<file path="src/rtl/vend_pkg.sv">
package vend_pkg;
  localparam int NST    = 6;
  localparam int NCMD   = 3;
  localparam int B_IDLE = 0;
  localparam int B_TALLY = 1;
  localparam int B_VEND = 2;
  localparam int B_CCHK = 3;
  localparam int B_PAYC = 4;
  localparam int B_RFND = 5;
  typedef logic [NST-1:0] st_t;
  localparam st_t S_IDLE = st_t'(1) << B_IDLE;
endpackage

</file>
<file path="src/rtl/vend_next.sv">
module vend_next
  import vend_pkg::*;
(
  input  st_t  cur,
  input  logic coin,
  input  logic rfq,
  input  logic short_f,
  input  logic exact_f,
  input  logic over_f,
  input  logic chg_ok,
  output st_t  nxt
);
  logic legal;
  st_t  raw;

  // the state is legal only when exactly one bit is set
  assign legal = (cur != '0) && ((cur & (cur - st_t'(1))) == '0);

  always_comb begin
    raw          = '0;
    raw[B_IDLE]  = (cur[B_IDLE] & ~coin & ~rfq)
                 | (cur[B_TALLY] & ~over_f & ~exact_f)
                 | cur[B_VEND] | cur[B_RFND];
    raw[B_TALLY] = cur[B_IDLE] & coin;
    raw[B_VEND]  = (cur[B_TALLY] & exact_f & ~over_f) | cur[B_PAYC];
    raw[B_CCHK]  = cur[B_TALLY] & over_f;
    raw[B_PAYC]  = cur[B_CCHK] & chg_ok;
    raw[B_RFND]  = (cur[B_IDLE] & ~coin & rfq) | (cur[B_CCHK] & ~chg_ok);
    nxt          = legal ? raw : S_IDLE;
  end
endmodule

</file>
<file path="src/rtl/vend_reg.sv">
module vend_reg #(
  parameter int W = 1,
  parameter logic [W-1:0] RST_VAL = '0
) (
  input  logic         clk,
  input  logic         rst,
  input  logic [W-1:0] d,
  output logic [W-1:0] q
);
  always_ff @(posedge clk) begin
    if (rst) q <= RST_VAL;
    else     q <= d;
  end
endmodule

</file>
<file path="src/rtl/vend_ctrl.sv">
module vend_ctrl
  import vend_pkg::*;
(
  input  logic           clk,
  input  logic           rst,
  input  logic           coin_i,
  input  logic           refund_req_i,
  input  logic           short_i,
  input  logic           exact_i,
  input  logic           over_i,
  input  logic           change_ok_i,
  output logic           vend_o,
  output logic           change_o,
  output logic           refund_o,
  output logic [NST-1:0] state_o
);
  st_t             cur, nxt;
  logic [NCMD-1:0] cmd_d, cmd_q;

  vend_next u_next (
    .cur(cur), .coin(coin_i), .rfq(refund_req_i), .short_f(short_i),
    .exact_f(exact_i), .over_f(over_i), .chg_ok(change_ok_i), .nxt(nxt)
  );

  vend_reg #(.W(NST), .RST_VAL(S_IDLE)) u_state (
    .clk(clk), .rst(rst), .d(nxt), .q(cur)
  );

  // command flops load from the next state, so each one is in step with its state bit
  assign cmd_d = {nxt[B_RFND], nxt[B_PAYC], nxt[B_VEND]};

  vend_reg #(.W(NCMD), .RST_VAL('0)) u_cmd (
    .clk(clk), .rst(rst), .d(cmd_d), .q(cmd_q)
  );

  assign vend_o   = cmd_q[0];
  assign change_o = cmd_q[1];
  assign refund_o = cmd_q[2];
  assign state_o  = cur;
endmodule

</file>
<file path="config.mk">
export PLATFORM = sky130hd
export DESIGN_NAME = vend_ctrl
export DESIGN_NICKNAME = d
export VERILOG_FILES = /design/src/rtl/vend_pkg.sv /design/src/rtl/vend_next.sv /design/src/rtl/vend_reg.sv /design/src/rtl/vend_ctrl.sv
export SDC_FILE = /design/constraint.sdc
export NUM_CORES = 1
export LEC_CHECK = 0
export ABC_AREA = 1
export BUFFER_PORTS_ARGS = -buffer_cell sky130_fd_sc_hd__buf_4
export CAP_MARGIN = 5
export CORE_UTILIZATION = 30
export CTS_CLUSTER_DIAMETER = 60
export DETAILED_ROUTE_END_ITERATION = 10
export GPL_TIMING_DRIVEN = 0
export SLEW_MARGIN = 20
export SYNTH_ARGS = -nofsm -noshare
export SYNTH_HDL_FRONTEND = slang
export SYNTH_SLANG_ARGS = --single-unit
</file>
<file path="constraint.sdc">
create_clock -name clk -period 0.9 [get_ports clk]
set_input_delay 0.27 -clock clk [delete_from_list [all_inputs] [get_ports clk]]
set_output_delay 0.27 -clock clk [all_outputs]
set_load 0.05 [all_outputs]
</file>
# Yosys cells after proc, flatten, opt, wreduce, memory -nomap -nowiden
# Index checks and enable logic that the tools add are counted.
[totals]
register_bits = 6
input_bits = 8
output_inout_bits = 9
elab_cells = 30
[classes]
add_sub_neg = 1
bitwise_logic = 23
n_reduce_logical = 4
[ops]
columns = ["op", "n"]
rows = [
  ["1-bit bitwise AND", 11],
  ["6-bit bitwise AND", 1],
  ["6-bit zero test", 1],
  ["1-bit NOT", 6],
  ["6-bit nonzero test", 1],
  ["6-bit by 1-bit subtractor with 6-bit output (second input constant)", 1],
  ["1-bit bitwise OR", 5],
  ["2-bit OR reduction", 1],
  ["1-bit logical AND", 1],
]

# Logic depth before layout (Yosys ltp)
# Gate-level depths: netlist of the first run.
[depth]
word_depth = 6
ltp_mapped = 7
mapped_depth_nobuf = 7

# By module
# Synthesis of the first run repeated with hierarchy kept, for this count alone.
[hier_totals]
cells_unflattened = 68
area_unflattened_um2 = 431.7
[modules_own_cells]
columns = ["mod", "n_inst", "cells_per_inst", "area_per_inst_um2", "seq_area_each_um2"]
rows = [
  ["vend_next", 1, 40, 180.2, 0.0],
  ["vend_reg (u_state)", 1, 19, 168.9, 120.1],
  ["vend_reg (u_cmd)", 1, 9, 82.6, 60.1],
]

# Worst setup path after synthesis of the first run
# Ideal clock, no wire load.
[synth_path]
path_type = "flip-flop to flip-flop"
start = "register u_state.q[2]"
end = "register u_state.q[0]"
setup_time_ps = 117
t_arrival_ps = 1256
required_ps = 783
setup_slack_ps = -473
path_stages_with_launch = 8
path_buffers = 0
period_less_slack_ps = 1373
cell_sequence = "dfxtp_1 clkinv_1 nand2_2 nor2_2 nand2_2 nand2_4 nor2_2 nand2_1"
[synth_between]
elab_chain_len = 6
elab_cells_between_ends = 9
classes_between = "1 x add/sub; 4 x bitwise; 4 x reduce/logical"
[synth_lines]
columns = ["item", "line", "source"]
rows = [
  ["from (decl)", "vend_reg.sv:8", "output logic [W-1:0] q"],
  ["from (signal assigned)", "vend_reg.sv:11", "if (rst) q <= RST_VAL;"],
  ["from (signal assigned)", "vend_reg.sv:12", "else q <= d;"],
  ["6-bit by 1-bit subtractor with 6-bit output", "vend_next.sv:17", "assign legal = (cur != '0) && ((cur & (cur - st_t'(1))) == '0);"],
  ["6-bit bitwise AND", "vend_next.sv:17", ""],
  ["6-bit zero test", "vend_next.sv:17", ""],
  ["1-bit logical AND", "vend_next.sv:17", ""],
  ["1-bit NOT (no line)", "-", ""],
  ["2-bit OR reduction (no line)", "-", ""],
]
# Several ways; a longest one is shown, not always the timed one.
# A chain may end at the register's enable or synchronous reset.

# Final worst setup path of the first run
[layout_path]
start = "register u_state.q[2]"
end = "output port state_o[2]"
[layout_rtl]
columns = ["item", "line", "source"]
rows = [
  ["to (decl)", "vend_ctrl.sv:15", "output logic [NST-1:0] state_o"],
]
# No word-level cell between the ends.

==> results of run 1 <==
synth_stat cells:
| cell type | count | share of area [%] |
|---|---|---|
| a21oi_1 | 1 | 1.3 |
| a21oi_2 | 1 | 2.2 |
| buf_4 | 3 | 5.7 |
| clkinv_1 | 1 | 0.95 |
| dfxtp_1 | 6 | 30 |
| inv_1 | 4 | 3.8 |
| inv_2 | 3 | 2.8 |
| nand2_1 | 11 | 10 |
| nand2_2 | 5 | 7.9 |
| nand2_4 | 2 | 5.7 |
| nand3_4 | 1 | 4.4 |
| nand3b_1 | 1 | 1.9 |
| nor2_1 | 3 | 2.8 |
| nor2_2 | 2 | 3.2 |
| nor3_1 | 3 | 3.8 |
| nor3_2 | 5 | 13 |
per-layer routing:
metal  share of wire [%]  wire, um  vias up
met1                  45       354      159
met5                   0         0        -
met3                 3.7        29        2
li1                    -         -      208
met4                 2.2        17        0
met2                  48       377       11
cell families (layout without fill, tap and decap cells):
logic type,Yosys count,count (layout),share of synthesized area (%)
DFF,6,6,30.4
AOI/OAI and AO/OA,2,2,3.48
buffers and inverters,11,33,13.3
and+or+nand+nor,33,33,52.8
timing repair:
item,4_1_cts,5_1_grt
setup buffers,4,0
gates resized for setup,17,3
gates cloned,0,0
pin swaps,1,6
endpoints found under the setup margin,15,15
power by group:
part	internal [W]	switching [W]	total (W)	leakage, nW
Sequential	0.000297	0.0000525	0.000350	0.0529
Clock	0.000151	0.0000923	0.000243	0.0138
Combinational	0.000209	0.000307	0.000516	0.238
worst reg2reg max path, cell delays in order, from the launching register on:
cell     delay, ns
dfxtp_4       0.35
buf_6         0.12
nor2_1        0.07
nand2_1       0.06
nand2_2       0.09
nand2_4       0.09
nor2_2        0.11
nand2_1       0.05
worst paths after layout:
| check | start | to | cells past startpoint |
|---|---|---|---|
| setup / recovery | u_state.q[2] | state_o[2] | 2 |
| hold / removal | coin_i | u_state.q[1] | 3 |
| setup reg to reg | u_state.q[2] | u_state.q[0] | 7 |
| hold reg to reg | u_state.q[1] | u_state.q[3] | 2 |
stage by stage:
stage | cells | area [um^2] | TNS [ns] | power [W] | utilization (%)
global route | 88 | 689 | -2.60 | 0.00118 | 58.9
finish | 88 | 689 | -2.02 | 0.00111 | 58.9
CTS | 88 | 678 | -2.29 | 0.00111 | 57.9
global placement | 81 | 561 | -0.255 | 0.000789 | 47.9
detailed placement | 81 | 561 | -0.231 | 0.000790 | 47.9
floorplan | 52 | 430 | -0.488 | 0.000678 | -
area by class of cell:
class	instances	area, um^2	area share (%)
multi-input cells	35	240	34.8
repair buffers	19	195	28.3
flip-flops and latches	6	143	20.7
inverters	8	37.5	5.44
plain buffers	3	33.8	4.90
clock buffers	3	22.5	3.27
well taps	14	17.5	2.54
==> summary.txt, run 1 <==
Critical path
  • Critical path's slowest cell: dfxtp_4
  • Critical path class: flop to primary output
  • CP Max Fanout: 3
  • Req. time, crit path: 0.63 ns
  • Crit-path cells: buf_6 -> buf_8
  • Reg2reg setup slack: -0.13 ns
  • Critical path capture point type: primary output
  • Critical path arrival: 0.83 ns
  • CP delay by family, top: flip-flops
  • Buf+Inv Stages, Crit Path: 2
  • Critical Path Start Type: flop
  • CP max stage delay: 0.35 ns

GRT
  • Met2 Track Usage GR: 21.2%
  • Grt peak-use layer: met2
  • First-pass GRT wire length: 1320 um
  • Grt met3 use: 1.74%
  • Grt ovf: 0
  • Pin count of the biggest net entering global routing: 7
  • Initial antenna violation count: 0
  • GR Util All Layers: 13.3%
  • Vias in the first global route: 338
  • Grt met1 use: 16.7%

STA
  • Slew @ Worst Pin: 0.152 ns
  • Final min period: 1.10 ns
  • WHS: 0.287 ns
  • Worst rel slew slack: 89.8%
  • Final Hold Fails: 0
  • Final period utilization: 122%
  • Setup violators final: 15
  • Worst Skew: 0.00521 ns
  • Final WS setup: -0.202 ns
  • RSZ-0062 raised after global routing: true
  • Fmax: 0.907 GHz
  • Slew Limit Fails: 0

Logic synthesis
  • Synth Warn #: 0
  • Library cells used by synthesis: 16
  • Cells after Synth: 52
  • Seq/Total Area, Yosys: 30.4%
  • Post-Syn Nets: 60
  • Syn avg cell area: 7.60 um^2
  • Seq cells post-synth: 6
  • Synth Cell Area: 395 um^2

Routing
  • Drt total wl: 779 um
  • Final ANT Viol Nets: 0
  • Drt drc: 0
  • DR WL/cell: 8.85 um
  • Initial drt markers: 7
  • Vias: 380
  • Drt first pass iters: 4
  • Vias per inst: 4.32

Final layout
  • Fillers: 114
  • Max reg flops: 6
  • P&R area growth vs syn: 74.4%
  • Fraction of layout cells with a size suffix above 1: 73.0%
  • Top Registers: u_state.q (6)
  • Commonest non-fill, non-tap cell in the layout: buf_4
  • Diode count: 0
  • Biggest register: u_state.q
  • Most frequent cells in the layout: 11 x buf_4, 10 x nand2_1, 6 x buf_8, 6 x dfxtp_4
  • Final #Nets: 84

Flow run
  • Max-Cap Viols: 0

Pwr
  • Max IR drop VDD: 969 uV
  • Static Leak: 0.305 nW
  • Pwr dens: 1610 nW/um^2

Die
  • Die ar.: 1470 um^2
  • CORE AREA: 1170 um^2
  • Die extent in x: 38.3 um
  • Initial Utilization: 33.8%
  • # rows: 12
  • # IOs: 17
  • Die Y: 38.3 um

Clock network
  • Clock latency on the worst-skew pair: 0.24 ns
  • CTS Buffer Depth: 2
  • CTS root buf: clkbuf_4
  • H-tree levels: 1
  • Hold buffers post-CTS: 0
  • Num CTS Buffers: 3
  • Clock sink count: 6
  • CTS clk-pin slew, worst paths: 0.05 ns
  • CTS tree: yes

Place
  • Gpl congestion: 0.702
  • DP Wirelength: 618 um
  • I/O Buffers: 15
  • Worst slack, placed: -0.0641 ns

Outcome
  • Failing checks: setup timing
  • Outcome: finished with violations

Min path
  • HP Class: input port to flop
No activity file was read; power rests on OpenSTA's default activity.
==> run 2: changes to the inputs <==
--- a/config.mk
+++ b/config.mk
@@ -5,12 +5,12 @@
 export SDC_FILE = /design/constraint.sdc
 export NUM_CORES = 1
 export LEC_CHECK = 0
-export ABC_AREA = 1
 export BUFFER_PORTS_ARGS = -buffer_cell sky130_fd_sc_hd__buf_4
 export CAP_MARGIN = 5
-export CORE_UTILIZATION = 30
+export CORE_AREA = 2 2 39 41
 export CTS_CLUSTER_DIAMETER = 60
 export DETAILED_ROUTE_END_ITERATION = 10
+export DIE_AREA = 0 0 41 43
 export GPL_TIMING_DRIVEN = 0
 export SLEW_MARGIN = 20
 export SYNTH_ARGS = -nofsm -noshare
==> run 2 against run 1 <==
The run still ends with setup timing left. Synthesized cell count fell by 38%. Global-route usage fell by 0.71 points. Die area rose by 20%. Hold slack improved by 0.0064 ns. Via count decreased by 4.2%. Sequential share of layout area is 1.3 points lower. Utilization is 5.8 points lower. Count of clock-buffer cells in the layout stayed put.
==> summary.txt, run 2 <==
Logic synthesis
  • Synth Warn #: 0
  • Fraction of registers with async set/reset: 0%
  • Syn avg cell area: 9.38 um^2
  • Cells after Synth: 32
  • Predominant post-synthesis flop cell: dfxtp_1
  • Most common library cells after synthesis: 6 x dfxtp_1, 3 x buf_4
  • Largest area contributor in the netlist: dfxtp_1
  • Seq/Total Area, Yosys: 40.0%
  • Leading cell types by total area after synthesis: dfxtp_1 40%, buf_4 7.5%, nor4b_1 5.8%, or4b_4 4.6%, nand2b_1 4.2%
  • Post-synth EDFFs: 0
  • Seq cells post-synth: 6
  • Post-Syn Nets: 40
  • Synth Cell Area: 300 um^2
  • Library cells used by synthesis: 20
  • Post-synth top area share: 40.0%
  • Most frequent cell after synthesis: dfxtp_1

Final layout
  • Fillers: 140
  • Multi-input logic area: 196 um^2
  • Diode count: 0
  • Design Area, Final: 734 um^2
  • Register area: 143 um^2
  • P&R area growth vs syn: 145%
  • Max reg flops: 6
  • Biggest register: u_state.q
  • Top Registers: u_state.q (6)
  • Final #Nets: 73
  • Fraction of layout cells with a size suffix above 1: 76.2%
  • Fin cells: 79
  • Commonest non-fill, non-tap cell in the layout: buf_4
  • Final design utilization: 53.1%
  • Most frequent cells in the layout: 12 x buf_4, 11 x buf_8, 8 x buf_6

Clock network
  • H-tree levels: 1
  • CTS tree: yes
  • CTS clk-pin slew, worst paths: 0.05 ns
  • Clock latency on the worst-skew pair: 0.24 ns
  • Hold buffers post-CTS: 0
  • CTS Buffer Depth: 2
  • Clock sink count: 6
  • Num CTS Buffers: 3
  • CTS root buf: clkbuf_4

Place
  • Gpl congestion: 0.699
  • Placed insts: 63
  • DP Area: 473 um^2
  • DP Wirelength: 533 um
  • I/O Buffers: 15

STA
  • Slew Limit Fails: 0
  • Slew @ Worst Pin: 0.300 ns
  • Final WS setup: -0.716 ns
  • RSZ-0062 raised after global routing: true
  • Final period utilization: 180%
  • Final min period: 1.62 ns
  • Worst rel slew slack: 79.9%
  • Setup violators final: 15
  • Final Hold Fails: 0
  • Fmax: 0.619 GHz
  • Worst Skew: 0.00362 ns

Flow run
  • Max-Cap Viols: 0

Pwr
  • Clock power share: 24.4%
  • Max IR drop VDD: 747 uV
  • Sequential Power Share: 34.2%
  • Combinational share of power: 41.4%
  • Pint: 0.000652 W
  • Pwr dens: 1350 nW/um^2
  • Static Leak: 0.328 nW
  • Psw: 0.000342 W
  • Switching share of power: 34.4%

Die
  • Initial Utilization: 21.7%
  • # rows: 14
  • Die ar.: 1760 um^2
  • Die extent in x: 41 um
  • # IOs: 17
  • CORE AREA: 1380 um^2
  • Die Y: 43 um

GRT
  • Grt ovf: 0
  • First-pass GRT wire length: 1440 um
  • Pin count of the biggest net entering global routing: 8
  • GR Util All Layers: 12.6%
  • Vias in the first global route: 351
  • Initial antenna violation count: 0

Min path
  • Hold Path Sink: u_state.q[1]
  • Min-Delay Path Depth: 3
  • Hold path start: coin_i
  • HP Class: input port to flop

Routing
  • Drt first pass iters: 2
  • Drt total wl: 1040 um
  • Vias: 364
  • Initial drt markers: 2
  • Drt drc: 0
  • Vias per inst: 4.61
  • Final ANT Viol Nets: 0
  • DR WL/cell: 13.1 um

Critical path
  • Req. time, crit path: 1.01 ns
  • Critical Path Start Type: flop
  • Critical path capture point type: flop
  • Reg-to-reg critical path startpoint: u_state.q[3]
  • Critical path arrival: 1.72 ns
  • CP Max Fanout: 2
  • Critical path class: flop to flop
  • Worst reg2reg path depth: 4
  • Critical Path Source: u_state.q[3]
  • Reg2reg setup slack: -0.72 ns
  • Critical R2R Capture: u_state.q[0]

Outcome
  • Outcome: finished with violations
  • Failing checks: setup timing
==> run 2: changes by cell type in the layout (fill, tap and decap cells not counted), moves of 2 or more <==
cell | previous run | this run
inv_2 | 4 | 0
buf_6 | 5 | 8
nor2_1 | 3 | 0
nand2_4 | 4 | 0
nand2_1 | 10 | 1
buf_8 | 6 | 11
nor3_2 | 5 | 1
nor3_1 | 3 | 1
nand2_2 | 4 | 0
nand2b_1 | 0 | 2
==> run 2: area by class of cell <==
cell class	count	area share, %
Timing Repair Buffer	28	41.4
Sequential cell	6	19.4
Clock buffer	3	3.07
Buffer	3	5.62
Tap cell	16	2.73
Multi-Input combinational cell	21	26.7
Inverter	2	1.02
==> run 2: metrics by stage <==
stage	total power [W]	setup TNS, ns	setup WS (ns)	hold slack, ns
finish	0.000994	-5.21	-0.716	0.293
global route	0.00105	-5.84	-0.780	0.287
CTS	0.000959	-4.89	-0.693	0.283
detailed placement	0.000602	-2.36	-0.731	0.473
global placement	0.000603	-2.39	-0.749	0.470
floorplan	0.000520	-2.55	-0.751	0.395
==> run 2: repair_timing <==
item                       CTS  global route
gates resized for setup     28             8
setup endpoints to repair   15            15
gates cloned                 0             0
buffers inserted             9             4
pin swaps                    2             1
==> run 2: how the worst max path moves through the flow <==
stage	endpoint
after floorplan	u_state.q[0]
after global placement	u_state.q[0]
after detailed placement	u_state.q[0]
after CTS	u_state.q[0]
after global routing	u_state.q[0]
final	u_state.q[0]
==> run 2: cells by family after synthesis <==
kind of cell / count (synthesis) / share of synthesized area, %
AND/OR/NAND/NOR: 14 / 31.7
flip-flops: 6 / 40.0
AO/OA/AOI/OAI: 5 / 12.5
buffers and inverters: 5 / 10.0
XOR/XNOR: 2 / 5.83
==> run 2: power by group through the flow <==
stage                     clock [W]  sequential, W  combinational [W]
after floorplan                   0       0.000397           0.000124
final                      0.000243       0.000340           0.000411
after global routing       0.000274       0.000344           0.000436
after CTS                  0.000259       0.000337           0.000363
after global placement            0       0.000329           0.000274
after detailed placement          0       0.000327           0.000275
==> run 2: worst max-delay path: stages, from the launching register on <==
cell	delay (ns)
dfxtp_4	0.35
nor2_4	0.10
or4b_4	0.47
a2bb2oi_2	0.15
or4_1	0.40
==> run 2: metal layers <==
layer,vias to the layer above,share of wire (%),track usage (%)
met4,0,0,8.00
met1,167,39,13.8
met5,-,0,0
met2,15,54,19.4
met3,0,6.6,4.19
li1,182,-,-
==> run 3: changes to the inputs <==
--- a/config.mk
+++ b/config.mk
@@ -12,6 +12,7 @@
 export DETAILED_ROUTE_END_ITERATION = 10
 export DIE_AREA = 0 0 41 43
 export GPL_TIMING_DRIVEN = 0
+export SKIP_CTS_REPAIR_TIMING = 1
 export SLEW_MARGIN = 20
 export SYNTH_ARGS = -nofsm -noshare
 export SYNTH_HDL_FRONTEND = slang
==> run 3 against run 2 <==
The flow still finishes with violations (setup timing). Critical path depth unchanged. Fmax decreased by 0.89%. Register-to-register slack about the same. Sequential share of layout area increased by 4.0 points. Cell count decreased by 13%. Hold slack improved by 0.0019 ns. Utilization decreased by 9.1 points. Clock skew decreased by 0.0025 ns. Count of clock-buffer cells in the layout unchanged. Critical path type unchanged. Largest cell class unchanged. Largest power group is now sequential cells.
==> summary.txt, run 3 (synthesis gave the netlist of run 2 again) <==
Routing
  • Vias: 317
  • Drt first pass iters: 2
  • DR WL/cell: 11.1 um
  • Drt drc: 0
  • Drt total wl: 765 um
  • Initial drt markers: 3
  • Vias per inst: 4.59
  • Final ANT Viol Nets: 0

Die
  • Die Y: 43 um
  • Die ar.: 1760 um^2
  • Die extent in x: 41 um
  • Initial Utilization: 21.7%
  • # IOs: 17
  • CORE AREA: 1380 um^2
  • # rows: 14

Clock network
  • CTS root buf: clkbuf_4
  • Clock sink count: 6
  • CTS tree: yes
  • Num CTS Buffers: 3
  • H-tree levels: 1
  • CTS Buffer Depth: 2
  • Clock latency on the worst-skew pair: 0.24 ns
  • CTS clk-pin slew, worst paths: 0.04 ns

Outcome
  • Outcome: finished with violations
  • Failing checks: setup timing

Final layout
  • Most frequent cells in the layout: 9 x buf_8, 8 x buf_4, 6 x dfxtp_4
  • Biggest register: u_state.q
  • P&R area growth vs syn: 102%
  • Top Registers: u_state.q (6)
  • Fraction of layout cells with a size suffix above 1: 66.0%
  • Fin cells: 69
  • Commonest non-fill, non-tap cell in the layout: buf_8
  • Diode count: 0
  • Max reg flops: 6
  • Final #Nets: 63

STA
  • RSZ-0062 raised after global routing: true
  • Setup violators final: 15
  • Final Hold Fails: 0
  • Worst Skew: 0.00111 ns
  • Final min period: 1.63 ns
  • Fmax: 0.614 GHz
  • Setup TNS: -4.25 ns
  • Final period utilization: 181%
  • Final WS setup: -0.730 ns
  • Slew Limit Fails: 0
  • Slew @ Worst Pin: 0.277 ns
  • Worst rel slew slack: 81.4%

GRT
  • Initial antenna violation count: 0
  • First-pass GRT wire length: 1120 um
  • Vias in the first global route: 271
  • GR Util All Layers: 9.65%
  • Pin count of the biggest net entering global routing: 8
  • Grt ovf: 0

Critical path
  • Req. time, crit path: 1.01 ns
  • CP Max Fanout: 5
  • Critical path capture point type: flop
  • Critical path class: flop to flop
  • Critical path arrival: 1.74 ns
  • Critical Path Start Type: flop

Place
  • DP Wirelength: 533 um
  • Placed insts: 63
  • I/O Buffers: 15
  • Gpl congestion: 0.699

Pwr
  • Pwr dens: 1500 nW/um^2
  • Static Leak: 0.264 nW
  • Max IR drop VDD: 708 uV

Min path
  • HP Class: input port to flop

Flow run
  • Max-Cap Viols: 0
## run 3: changes by cell type in the layout (fill, tap and decap cells not counted), sizes merged
cell	delta
buf	-10
## run 3: routing by layer
layer  track usage (%)  routed length [um]  share of wire, %
met1              13.5                 367                48
met2              10.6                 334                44
met3              4.19                  63               8.2
met4              8.00                   0                 0
met5                 0                   0                 0
## run 3: critical path, stage by stage (launching register included)
cell and delay [ns]:
dfxtp_4 0.36, nor2_4 0.11, or4b_4 0.47, a2bb2oi_2 0.16, or4_1 0.41
## run 3: path summary, 6_finish.rpt
check | cells after the start | endpoint | startpoint | slack (ns)
setup / recovery | 4 | u_state.q[0] | u_state.q[3] | -0.73
hold / removal | 3 | u_state.q[1] | coin_i | 0.29
setup reg to reg | 4 | u_state.q[0] | u_state.q[3] | -0.73
hold reg to reg | 1 | u_state.q[1] | u_state.q[1] | 0.47
## run 3: metrics by stage
step / utilization (%) / worst slack (ns) / total power, W / area, um^2 / hold WS, ns
floorplan: - / -0.751 / 0.000520 / 340 / 0.395
CTS: 35.8 / -0.762 / 0.000861 / 495 / 0.274
finish: 43.9 / -0.730 / 0.000909 / 608 / 0.295
global route: 43.9 / -0.796 / 0.000965 / 608 / 0.288
global placement: 34.2 / -0.749 / 0.000603 / 473 / 0.470
detailed placement: 34.2 / -0.731 / 0.000602 / 473 / 0.473
## run 3: final cells by class
| type | instances | area, um^2 |
|---|---|---|
| buffer | 2 | 26.3 |
| sequential | 6 | 143 |
| fill | 146 | 776 |
| clock buffer | 3 | 22.5 |
| multi-input combinational | 21 | 175 |
| timing repair buffer | 19 | 214 |
| inverter | 2 | 7.51 |
| tap | 16 | 20.0 |
## run 3: report_power, final
part	switching [W]	internal, W
Clock	0.0000930	0.000151
Combinational	0.000162	0.000165
Sequential	0.0000511	0.000288
